`src/rtl/atr_parse_pkg.sv`:
```
// Package: shared types for the answer-to-reset parser.
// Assumes byte-wide characters and 4-bit nibble fields.
package atr_parse_pkg;
    localparam int unsigned BYTE_W = 8;
    localparam int unsigned NIB_W  = 4;

    typedef enum logic [2:0] {
        ST_TS, ST_FMT, ST_IFC, ST_HIST, ST_CHK, ST_DONE, ST_FAIL
    } parse_state_t;

    typedef enum logic [3:0] {
        K_NONE, K_TS, K_FMT, K_TA, K_TB, K_TC, K_TD, K_HIST, K_CHK
    } byte_kind_t;
endpackage

```
`src/rtl/atr_conv_unit.sv`:
```
// Convention unit: recognises the two legal convention bytes, stores
// the selected convention and maps every later raw byte to its logical
// value. Assumes ts_take pulses only for the first byte of an answer.
module atr_conv_unit #(
    parameter int unsigned BYTE_W     = 8,
    parameter logic [7:0]  DIRECT_TS  = 8'h3B,
    parameter logic [7:0]  INVERSE_TS = 8'h03
) (
    input  logic              clk,
    input  logic              rst_n,
    input  logic              ts_take,
    input  logic [BYTE_W-1:0] raw_i,
    output logic              ts_direct_o,
    output logic              ts_inverse_o,
    output logic              inverse_o,
    output logic [BYTE_W-1:0] byte_o
);
    logic              inv_q;
    logic [BYTE_W-1:0] flipped;

    // Purpose: build the complemented, bit-reversed view of the raw byte.
    for (genvar i = 0; i < BYTE_W; i++) begin : g_flip
        assign flipped[i] = ~raw_i[BYTE_W-1-i];
    end

    assign ts_direct_o  = (raw_i == DIRECT_TS[BYTE_W-1:0]);
    assign ts_inverse_o = (raw_i == INVERSE_TS[BYTE_W-1:0]);
    assign inverse_o    = inv_q;
    assign byte_o       = inv_q ? flipped : raw_i;

    // Purpose: latch the convention when the first byte is an inverse marker.
    always_ff @(posedge clk) begin
        if (!rst_n)                      inv_q <= 1'b0;
        else if (ts_take && ts_inverse_o) inv_q <= 1'b1;
    end

    assert_conv_once_R1: assert property (@(posedge clk) disable iff (!rst_n)
        $rose(inv_q) |-> $past(ts_take));
endmodule

```
`src/rtl/atr_check_unit.sv`:
```
// Check unit: counts the bytes after the convention byte and keeps
// their running XOR. Assumes accept_i pulses once per counted byte and
// never while the count is already at its limit.
module atr_check_unit #(
    parameter int unsigned BYTE_W    = 8,
    parameter int unsigned MAX_BYTES = 32
) (
    input  logic              clk,
    input  logic              rst_n,
    input  logic              accept_i,
    input  logic [BYTE_W-1:0] byte_i,
    output logic              count_full_o,
    output logic              sum_ok_o
);
    localparam int unsigned CNT_W = $clog2(MAX_BYTES + 1);

    logic [CNT_W-1:0]  cnt_q;
    logic [BYTE_W-1:0] acc_q;

    assign count_full_o = (cnt_q == CNT_W'(MAX_BYTES));
    assign sum_ok_o     = ((acc_q ^ byte_i) == '0);

    // Purpose: advance byte count and running XOR on each accepted byte.
    always_ff @(posedge clk) begin
        if (!rst_n) begin
            cnt_q <= '0;
            acc_q <= '0;
        end else if (accept_i) begin
            cnt_q <= cnt_q + 1'b1;
            acc_q <= acc_q ^ byte_i;
        end
    end

    assert_count_bound_R8: assert property (@(posedge clk) disable iff (!rst_n)
        cnt_q <= CNT_W'(MAX_BYTES));
endmodule

```
`src/rtl/atr_chain_fsm.sv`:
```
// Chain walker: classifies every strobed byte (convention, format,
// interface A/B/C/D, historical, check). It follows the presence bitmaps,
// counts down historical bytes and raises the terminal flags.
// Assumes byte_i is already convention-decoded.
module atr_chain_fsm
    import atr_parse_pkg::*;
#(
    parameter int unsigned BYTE_W = 8,
    parameter int unsigned NIB_W  = 4
) (
    input  logic              clk,
    input  logic              rst_n,
    input  logic              strobe_i,
    input  logic [BYTE_W-1:0] byte_i,
    input  logic              ts_direct_i,
    input  logic              ts_inverse_i,
    input  logic              count_full_i,
    input  logic              sum_ok_i,
    output logic              ts_take_o,
    output logic              accept_o,
    output byte_kind_t        kind_o,
    output logic [1:0]        group_o,
    output logic [NIB_W-1:0]  hist_count_o,
    output logic              done_o,
    output logic              err_ts_o,
    output logic              err_len_o,
    output logic              err_chk_o
);
    localparam int unsigned GRP_W = 4;

    parse_state_t     state_q, state_n;
    logic [GRP_W-1:0] pend_q, pend_n, low_bit;
    logic [NIB_W-1:0] hist_q, hist_n, total_q, total_n;
    logic             tck_q, tck_n;
    logic [1:0]       group_q, group_n;
    byte_kind_t       kind_raw;
    logic             over, set_ts, set_len, set_chk;

    function automatic parse_state_t route(input logic [GRP_W-1:0] p,
                                           input logic [NIB_W-1:0] h,
                                           input logic t);
        if (p != '0)      return ST_IFC;
        else if (h != '0) return ST_HIST;
        else if (t)       return ST_CHK;
        else              return ST_DONE;
    endfunction

    // Purpose: classify the current strobe from the state and pending bitmap.
    always_comb begin
        low_bit  = pend_q & (~pend_q + 1'b1);
        kind_raw = K_NONE;
        if (strobe_i) begin
            case (state_q)
                ST_TS:   kind_raw = K_TS;
                ST_FMT:  kind_raw = K_FMT;
                ST_IFC: begin
                    if (low_bit[0])      kind_raw = K_TA;
                    else if (low_bit[1]) kind_raw = K_TB;
                    else if (low_bit[2]) kind_raw = K_TC;
                    else                 kind_raw = K_TD;
                end
                ST_HIST: kind_raw = K_HIST;
                ST_CHK:  kind_raw = K_CHK;
                default: kind_raw = K_NONE;
            endcase
        end
        over   = count_full_i && (kind_raw != K_NONE) && (kind_raw != K_TS);
        kind_o = over ? K_NONE : kind_raw;
    end

    assign ts_take_o = (kind_o == K_TS);
    assign accept_o  = (kind_o != K_NONE) && (kind_o != K_TS);

    // Purpose: compute next chain bookkeeping and next state.
    always_comb begin
        state_n = state_q;
        pend_n  = pend_q;
        hist_n  = hist_q;
        total_n = total_q;
        tck_n   = tck_q;
        group_n = group_q;
        set_ts  = 1'b0;
        set_len = 1'b0;
        set_chk = 1'b0;
        case (kind_o)
            K_TS: begin
                if (ts_direct_i || ts_inverse_i) state_n = ST_FMT;
                else begin
                    state_n = ST_FAIL;
                    set_ts  = 1'b1;
                end
            end
            K_FMT: begin
                pend_n  = byte_i[BYTE_W-1 -: GRP_W];
                hist_n  = byte_i[NIB_W-1:0];
                total_n = byte_i[NIB_W-1:0];
                state_n = route(pend_n, hist_n, tck_n);
            end
            K_TA, K_TB, K_TC: begin
                pend_n  = pend_q & ~low_bit;
                state_n = route(pend_n, hist_n, tck_n);
            end
            K_TD: begin
                pend_n  = byte_i[BYTE_W-1 -: GRP_W];
                tck_n   = tck_q | (byte_i[NIB_W-1:0] != '0);
                group_n = (group_q == 2'd3) ? 2'd3 : group_q + 2'd1;
                state_n = route(pend_n, hist_n, tck_n);
            end
            K_HIST: begin
                hist_n  = hist_q - 1'b1;
                state_n = route(pend_n, hist_n, tck_n);
            end
            K_CHK: begin
                if (sum_ok_i) state_n = ST_DONE;
                else begin
                    state_n = ST_FAIL;
                    set_chk = 1'b1;
                end
            end
            default: ;
        endcase
        if (over) begin
            state_n = ST_FAIL;
            set_len = 1'b1;
        end
    end

    // Purpose: register chain state, bookkeeping and sticky error flags.
    always_ff @(posedge clk) begin
        if (!rst_n) begin
            state_q   <= ST_TS;
            pend_q    <= '0;
            hist_q    <= '0;
            total_q   <= '0;
            tck_q     <= 1'b0;
            group_q   <= 2'd1;
            err_ts_o  <= 1'b0;
            err_len_o <= 1'b0;
            err_chk_o <= 1'b0;
        end else begin
            state_q   <= state_n;
            pend_q    <= pend_n;
            hist_q    <= hist_n;
            total_q   <= total_n;
            tck_q     <= tck_n;
            group_q   <= group_n;
            err_ts_o  <= err_ts_o  | set_ts;
            err_len_o <= err_len_o | set_len;
            err_chk_o <= err_chk_o | set_chk;
        end
    end

    assign group_o      = group_q;
    assign hist_count_o = total_q;
    assign done_o       = (state_q == ST_DONE);

    assert_flags_exclusive_R9: assert property (@(posedge clk) disable iff (!rst_n)
        $onehot0({done_o, err_ts_o, err_len_o, err_chk_o}));
    assert_done_sticky_R9: assert property (@(posedge clk) disable iff (!rst_n)
        done_o |=> done_o);
    assert_ts_error_first_R1: assert property (@(posedge clk) disable iff (!rst_n)
        $rose(err_ts_o) |-> $past(state_q == ST_TS));
    assert_check_gated_R7: assert property (@(posedge clk) disable iff (!rst_n)
        $rose(err_chk_o) |-> $past(tck_q));
endmodule

```
`src/rtl/atr_param_regs.sv`:
```
// Parameter registers: capture the global parameters from the first and
// second interface groups and collect the protocol-type bitmap.
// Assumes kind_i and group_i come from the chain walker.
module atr_param_regs
    import atr_parse_pkg::*;
#(
    parameter int unsigned BYTE_W  = 8,
    parameter int unsigned NIB_W   = 4,
    parameter int unsigned PROTO_N = 16,
    parameter logic [3:0]  DEF_FI  = 4'd1,
    parameter logic [3:0]  DEF_DI  = 4'd1,
    parameter logic [7:0]  DEF_N   = 8'd0,
    parameter logic [7:0]  DEF_WI  = 8'd10
) (
    input  logic               clk,
    input  logic               rst_n,
    input  byte_kind_t         kind_i,
    input  logic [1:0]         group_i,
    input  logic [BYTE_W-1:0]  byte_i,
    output logic [NIB_W-1:0]   fi_o,
    output logic [NIB_W-1:0]   di_o,
    output logic [BYTE_W-1:0]  n_o,
    output logic [BYTE_W-1:0]  wi_o,
    output logic [PROTO_N-1:0] proto_o
);
    logic [PROTO_N-1:0] map_q, td_hit;
    logic               td_seen_q;

    // Purpose: decode the protocol-type nibble into a one-hot hit vector.
    for (genvar t = 0; t < PROTO_N; t++) begin : g_hit
        assign td_hit[t] = (byte_i[NIB_W-1:0] == NIB_W'(t));
    end

    // Purpose: load parameters from their group-specific positions.
    always_ff @(posedge clk) begin
        if (!rst_n) begin
            fi_o      <= DEF_FI[NIB_W-1:0];
            di_o      <= DEF_DI[NIB_W-1:0];
            n_o       <= DEF_N[BYTE_W-1:0];
            wi_o      <= DEF_WI[BYTE_W-1:0];
            map_q     <= '0;
            td_seen_q <= 1'b0;
        end else begin
            if (kind_i == K_TA && group_i == 2'd1) begin
                fi_o <= byte_i[BYTE_W-1 -: NIB_W];
                di_o <= byte_i[NIB_W-1:0];
            end
            if (kind_i == K_TC && group_i == 2'd1) n_o  <= byte_i;
            if (kind_i == K_TC && group_i == 2'd2) wi_o <= byte_i;
            if (kind_i == K_TD) begin
                map_q     <= map_q | td_hit;
                td_seen_q <= 1'b1;
            end
        end
    end

    assign proto_o = td_seen_q ? map_q : PROTO_N'(1);

    assert_proto_nonzero_R4: assert property (@(posedge clk) disable iff (!rst_n)
        proto_o != '0);
endmodule

```
`src/rtl/atr_parser.sv`:
```
// Top: answer-to-reset byte stream parser. Wires the convention unit,
// chain walker, check unit and parameter registers. Assumes one raw
// byte per rx_valid pulse, starting with the convention byte after reset.
module atr_parser
    import atr_parse_pkg::*;
#(
    parameter int unsigned MAX_BYTES = 32,
    parameter int unsigned PROTO_N   = 16
) (
    input  logic                  clk,
    input  logic                  rst_n,
    input  logic                  rx_valid,
    input  logic [BYTE_W-1:0]     rx_byte,
    output logic                  conv_inverse,
    output logic [NIB_W-1:0]      fi_code,
    output logic [NIB_W-1:0]      di_code,
    output logic [BYTE_W-1:0]     guard_n,
    output logic [BYTE_W-1:0]     wi_code,
    output logic [PROTO_N-1:0]    proto_offered,
    output logic [NIB_W-1:0]      hist_count,
    output logic                  parse_done,
    output logic                  err_ts,
    output logic                  err_length,
    output logic                  err_check
);
    logic              ts_take, ts_direct, ts_inverse;
    logic              accept, count_full, sum_ok;
    logic [BYTE_W-1:0] dec_byte;
    byte_kind_t        kind;
    logic [1:0]        group;

    atr_conv_unit #(.BYTE_W(BYTE_W)) u_conv (
        .clk(clk), .rst_n(rst_n), .ts_take(ts_take), .raw_i(rx_byte),
        .ts_direct_o(ts_direct), .ts_inverse_o(ts_inverse),
        .inverse_o(conv_inverse), .byte_o(dec_byte)
    );

    atr_check_unit #(.BYTE_W(BYTE_W), .MAX_BYTES(MAX_BYTES)) u_check (
        .clk(clk), .rst_n(rst_n), .accept_i(accept), .byte_i(dec_byte),
        .count_full_o(count_full), .sum_ok_o(sum_ok)
    );

    atr_chain_fsm #(.BYTE_W(BYTE_W), .NIB_W(NIB_W)) u_fsm (
        .clk(clk), .rst_n(rst_n), .strobe_i(rx_valid), .byte_i(dec_byte),
        .ts_direct_i(ts_direct), .ts_inverse_i(ts_inverse),
        .count_full_i(count_full), .sum_ok_i(sum_ok),
        .ts_take_o(ts_take), .accept_o(accept), .kind_o(kind),
        .group_o(group), .hist_count_o(hist_count), .done_o(parse_done),
        .err_ts_o(err_ts), .err_len_o(err_length), .err_chk_o(err_check)
    );

    atr_param_regs #(.BYTE_W(BYTE_W), .NIB_W(NIB_W), .PROTO_N(PROTO_N)) u_params (
        .clk(clk), .rst_n(rst_n), .kind_i(kind), .group_i(group),
        .byte_i(dec_byte), .fi_o(fi_code), .di_o(di_code), .n_o(guard_n),
        .wi_o(wi_code), .proto_o(proto_offered)
    );

    assert_outputs_frozen_R9: assert property (@(posedge clk) disable iff (!rst_n)
        (parse_done || err_ts || err_length || err_check) |=>
        $stable({fi_code, di_code, guard_n, wi_code, proto_offered, hist_count, conv_inverse}));
endmodule

```
`config.mk`:
```
export PLATFORM = sky130hd
export DESIGN_NAME = atr_parser
export DESIGN_NICKNAME = d
export VERILOG_FILES = /design/src/rtl/atr_parse_pkg.sv /design/src/rtl/atr_conv_unit.sv /design/src/rtl/atr_check_unit.sv /design/src/rtl/atr_chain_fsm.sv /design/src/rtl/atr_param_regs.sv /design/src/rtl/atr_parser.sv
export SDC_FILE = /design/constraint.sdc
export NUM_CORES = 1
export LEC_CHECK = 0
export BUFFER_PORTS_ARGS = -buffer_cell sky130_fd_sc_hd__buf_2
export CAP_MARGIN = 15
export CORE_MARGIN = 4
export CORE_UTILIZATION = 40
export DETAILED_ROUTE_END_ITERATION = 10
export PLACE_DENSITY_LB_ADDON = 0.12
export SYNTH_ARGS = -nofsm -noshare
export SYNTH_HDL_FRONTEND = slang
export SYNTH_SLANG_ARGS = --single-unit
```
`constraint.sdc`:
```
create_clock -name clk -period 2.72 [get_ports clk]
set_input_delay 0.408 -clock clk [delete_from_list [all_inputs] [get_ports clk]]
set_output_delay 0.408 -clock clk [all_outputs]
set_load 0.01 [all_outputs]
```
==> impl_metrics.tcl <==
set metrics [dict create \
    syn_nets 452 \
    final_layout_size_suffix_gt1_frac 0.192 \
    fin_cells 634 \
    worstSetupEndpointType "register" \
    start_util 0.414 \
    cts_buffers 9 \
    cts_buffer_depth 2 \
    skew_ns 0.0135 \
    io_buffers 59 \
    gp_congestion 0.890 \
    cap_violations 0 \
    whs_ns 0.460 \
    holdPathStages 2 \
    drt-total-wl_um 9280 \
    fmax_mhz 403 \
    synth_warnings 0 \
    worst_pin_slew_ns 0.890 \
    dp_hpwl_um 6770 \
    drv_slew 0 \
    area_growth_pct 17.4 \
    synth_top_area_frac 0.401 \
    io_pins 60 \
    grt-ovfl-total 0 \
    numPlacedInstances 618 \
    finalHoldViolCount 0 \
    synth_area_leaders "dfxtp_1 40%, mux2i_1 7.0%, and2_1 4.9%" \
    syn_inst 437 \
    fin_tns_setup_ns 0 \
    p_leak_uw 0.00193 \
    insertion_delay_ns 0.36 \
    path_cells "nor3_1 -> a2bb2oi_1 -> buf_4 -> nor3b_1 -> o211a_1 -> a2111oi_0 -> a31oi_1" \
    core_um2 9280 \
    rsz0062_at_grt "false" \
    grt_pass1_wl_um 15300 \
    worstSetupStartpointType "register" \
    synth-edff-count 0 \
    synth_area_leader_cell "dfxtp_1" \
    grt_use_total 0.169 \
    ys_seq_area_frac 0.401 \
    rr_worst_depth 7 \
    die_h_um 106 \
    cts_hold_buffers 0 \
    cp.arrival_ns 2.70 \
    peakVddDrop_mv 0.198 \
    ant_nets 0 \
    first_iter_violations 103 \
    rows 35 \
    vias 3253 \
    die_x_um 106 \
    synth.distinct_cells 59 \
    powerDensity_nw_per_um2 528 \
    clockRootBuffer "clkbuf_8" \
    cts_resized 0 \
    slew_headroom 0.406 \
    max_stage_delay_ns 0.91 \
    crit_type "reg -> reg" \
    ys_ff_latch 77 \
    regArea_um2 1540 \
    grt_max_degree 56 \
    fin_crit_ns 2.48 \
    p_total_uw 2380 \
    postCtsSetupBuffers 0 \
    drt_pass1_iterations 4 \
    syn_area_um2 3840 \
    clock-sinks 77 \
    postSynthAreaPerCell_um2 8.80 \
    status "finished, final reports clean" \
    layout_commonest_cell "dfxtp_1" \
    synth-main-ff-cell "dfxtp_1" \
    first_global_vias 3052 \
    antenna_found_initial 0 \
    die_area_um2 11200 \
    hold_class "reg -> reg" \
    cts_tree "built" \
    wire_per_inst_um 14.6 \
    via_per_inst 5.13 \
    async_reset_ff_frac 0 \
    num-nets-final 515 \
    cts.reportedPaths.clkPinSlew_ns 0.08 \
    multi_input_area_um2 2180 \
    finalCritPeriodShare 0.913 \
    path_max_fanout 24 \
    cts.htree.levels 3 \
    final_cell_mix "77 x dfxtp_1, 59 x buf_2, 41 x nand2_1, 31 x nor2_1, 30 x and2_1" \
    report.final.setup_viol 0 \
    fill_cells 939 \
    crit_slowest_cell "dfxtp_1" \
    cp.required_ns 2.94 \
    antenna_cells 0 \
    drc 0 \
]
-- path summary, 6_finish.rpt --
kind	startpoint	endpoint	slack [ns]
worst min-delay path	u_fsm.hist_count_o[3]$_SDFFE_PN0P_	u_fsm.hist_count_o[3]$_SDFFE_PN0P_	0.46
worst min register to register	u_fsm.hist_count_o[3]$_SDFFE_PN0P_	u_fsm.hist_count_o[3]$_SDFFE_PN0P_	0.46
worst max-delay path	u_conv.inverse_o$_SDFFE_PN0P_	u_fsm.state_q[0]$_SDFFE_PP0P_	0.24
worst max register to register	u_conv.inverse_o$_SDFFE_PN0P_	u_fsm.state_q[0]$_SDFFE_PP0P_	0.24
-- critical path, delay by kind of cell (launching register included) --
kind                   cells  cell delay (ns)
buffers and inverters      1             0.15
and+or+nand+nor            2             0.32
AOI/OAI and AO/OA          4             0.97
DFF                        1             0.91
-- layer usage --
| metal | GRT usage | part of all wire | up-vias |
|---|---|---|---|
| met4 | 0.0574 | 0.021 | 0 |
| met2 | 0.267 | 0.46 | 82 |
| met3 | 0.0389 | 0.045 | 20 |
| met5 | 0 | 0 | - |
| li1 | - | - | 1648 |
| met1 | 0.228 | 0.47 | 1503 |
-- cells in the mapped netlist (3+ instances only) --
cell type  instances
nor2_1            31
a31oi_1            4
xnor2_1           14
nand2b_1           7
and3_1             3
nand2_1           41
nor3_1             6
and2_1            30
nor4_1             3
ha_1               4
a21oi_1           11
o211a_1            3
nor2b_1           28
o21ai_0           14
mux2i_1           27
clkbuf_1          15
buf_2              5
nand4_1            4
dfxtp_1           77
inv_1             10
o21a_1            23
or3_1              6
nand3_1            9
xor2_1             5
o211ai_1           6
a21boi_0           9
a21o_1             3
-- cell families (layout without fill, tap and decap cells) --
family | Yosys count | count (layout) | synth area share
flip-flops | 77 | 77 | 0.401
AO/OA/AOI/OAI | 91 | 91 | 0.171
adder cells (fa/ha/maj) | 5 | 5 | 0.0156
multiplexers | 28 | 28 | 0.0732
buffers and inverters | 30 | 98 | 0.0309
AND/OR/NAND/NOR | 187 | 187 | 0.265
XOR/XNOR | 19 | 19 | 0.0433
-- power breakdown --
part	switching, µW	internal, µW
clock network	493	351
logic	184	141
registers	47.4	1170
total	724	1660
-- stage by stage --
step / setup slack [ns] / utilization / instance area [µm²]
after floorplan: 0.586 / - / 3840
after global routing: 0.144 / 0.486 / 4510
after global placement: 0.346 / 0.466 / 4330
after detailed placement: 0.300 / 0.466 / 4330
final: 0.238 / 0.486 / 4510
after CTS: 0.298 / 0.486 / 4510
-- registers in the layout, summed over array words and instances (netlist names) --
signal              count
u_params.map_q         16
u_conv.inverse_o        1
u_check.cnt_q           6
u_fsm.err_ts_o          1
u_fsm.state_q           3
u_fsm.hist_q            4
u_fsm.pend_q            4
u_fsm.hist_count_o      4
u_params.di_o           4
u_params.td_seen_q      1
u_fsm.group_o           2
u_fsm.err_len_o         1
u_fsm.tck_q             1
u_params.wi_o           8
u_params.n_o            8
u_params.fi_o           4
u_check.acc_q           8
u_fsm.err_chk_o         1
-- final cells by class --
| cell class | instances | share of cell area |
|---|---|---|
| clock inverter | 7 | 0.0136 |
| clock buffer | 9 | 0.0274 |
| inverter | 10 | 0.00831 |
| timing repair buffer | 72 | 0.0898 |
| multi-input combinational | 330 | 0.484 |
| tap | 129 | 0.0358 |
| sequential | 77 | 0.341 |
Note: power is estimated with default switching activity, not from simulation.
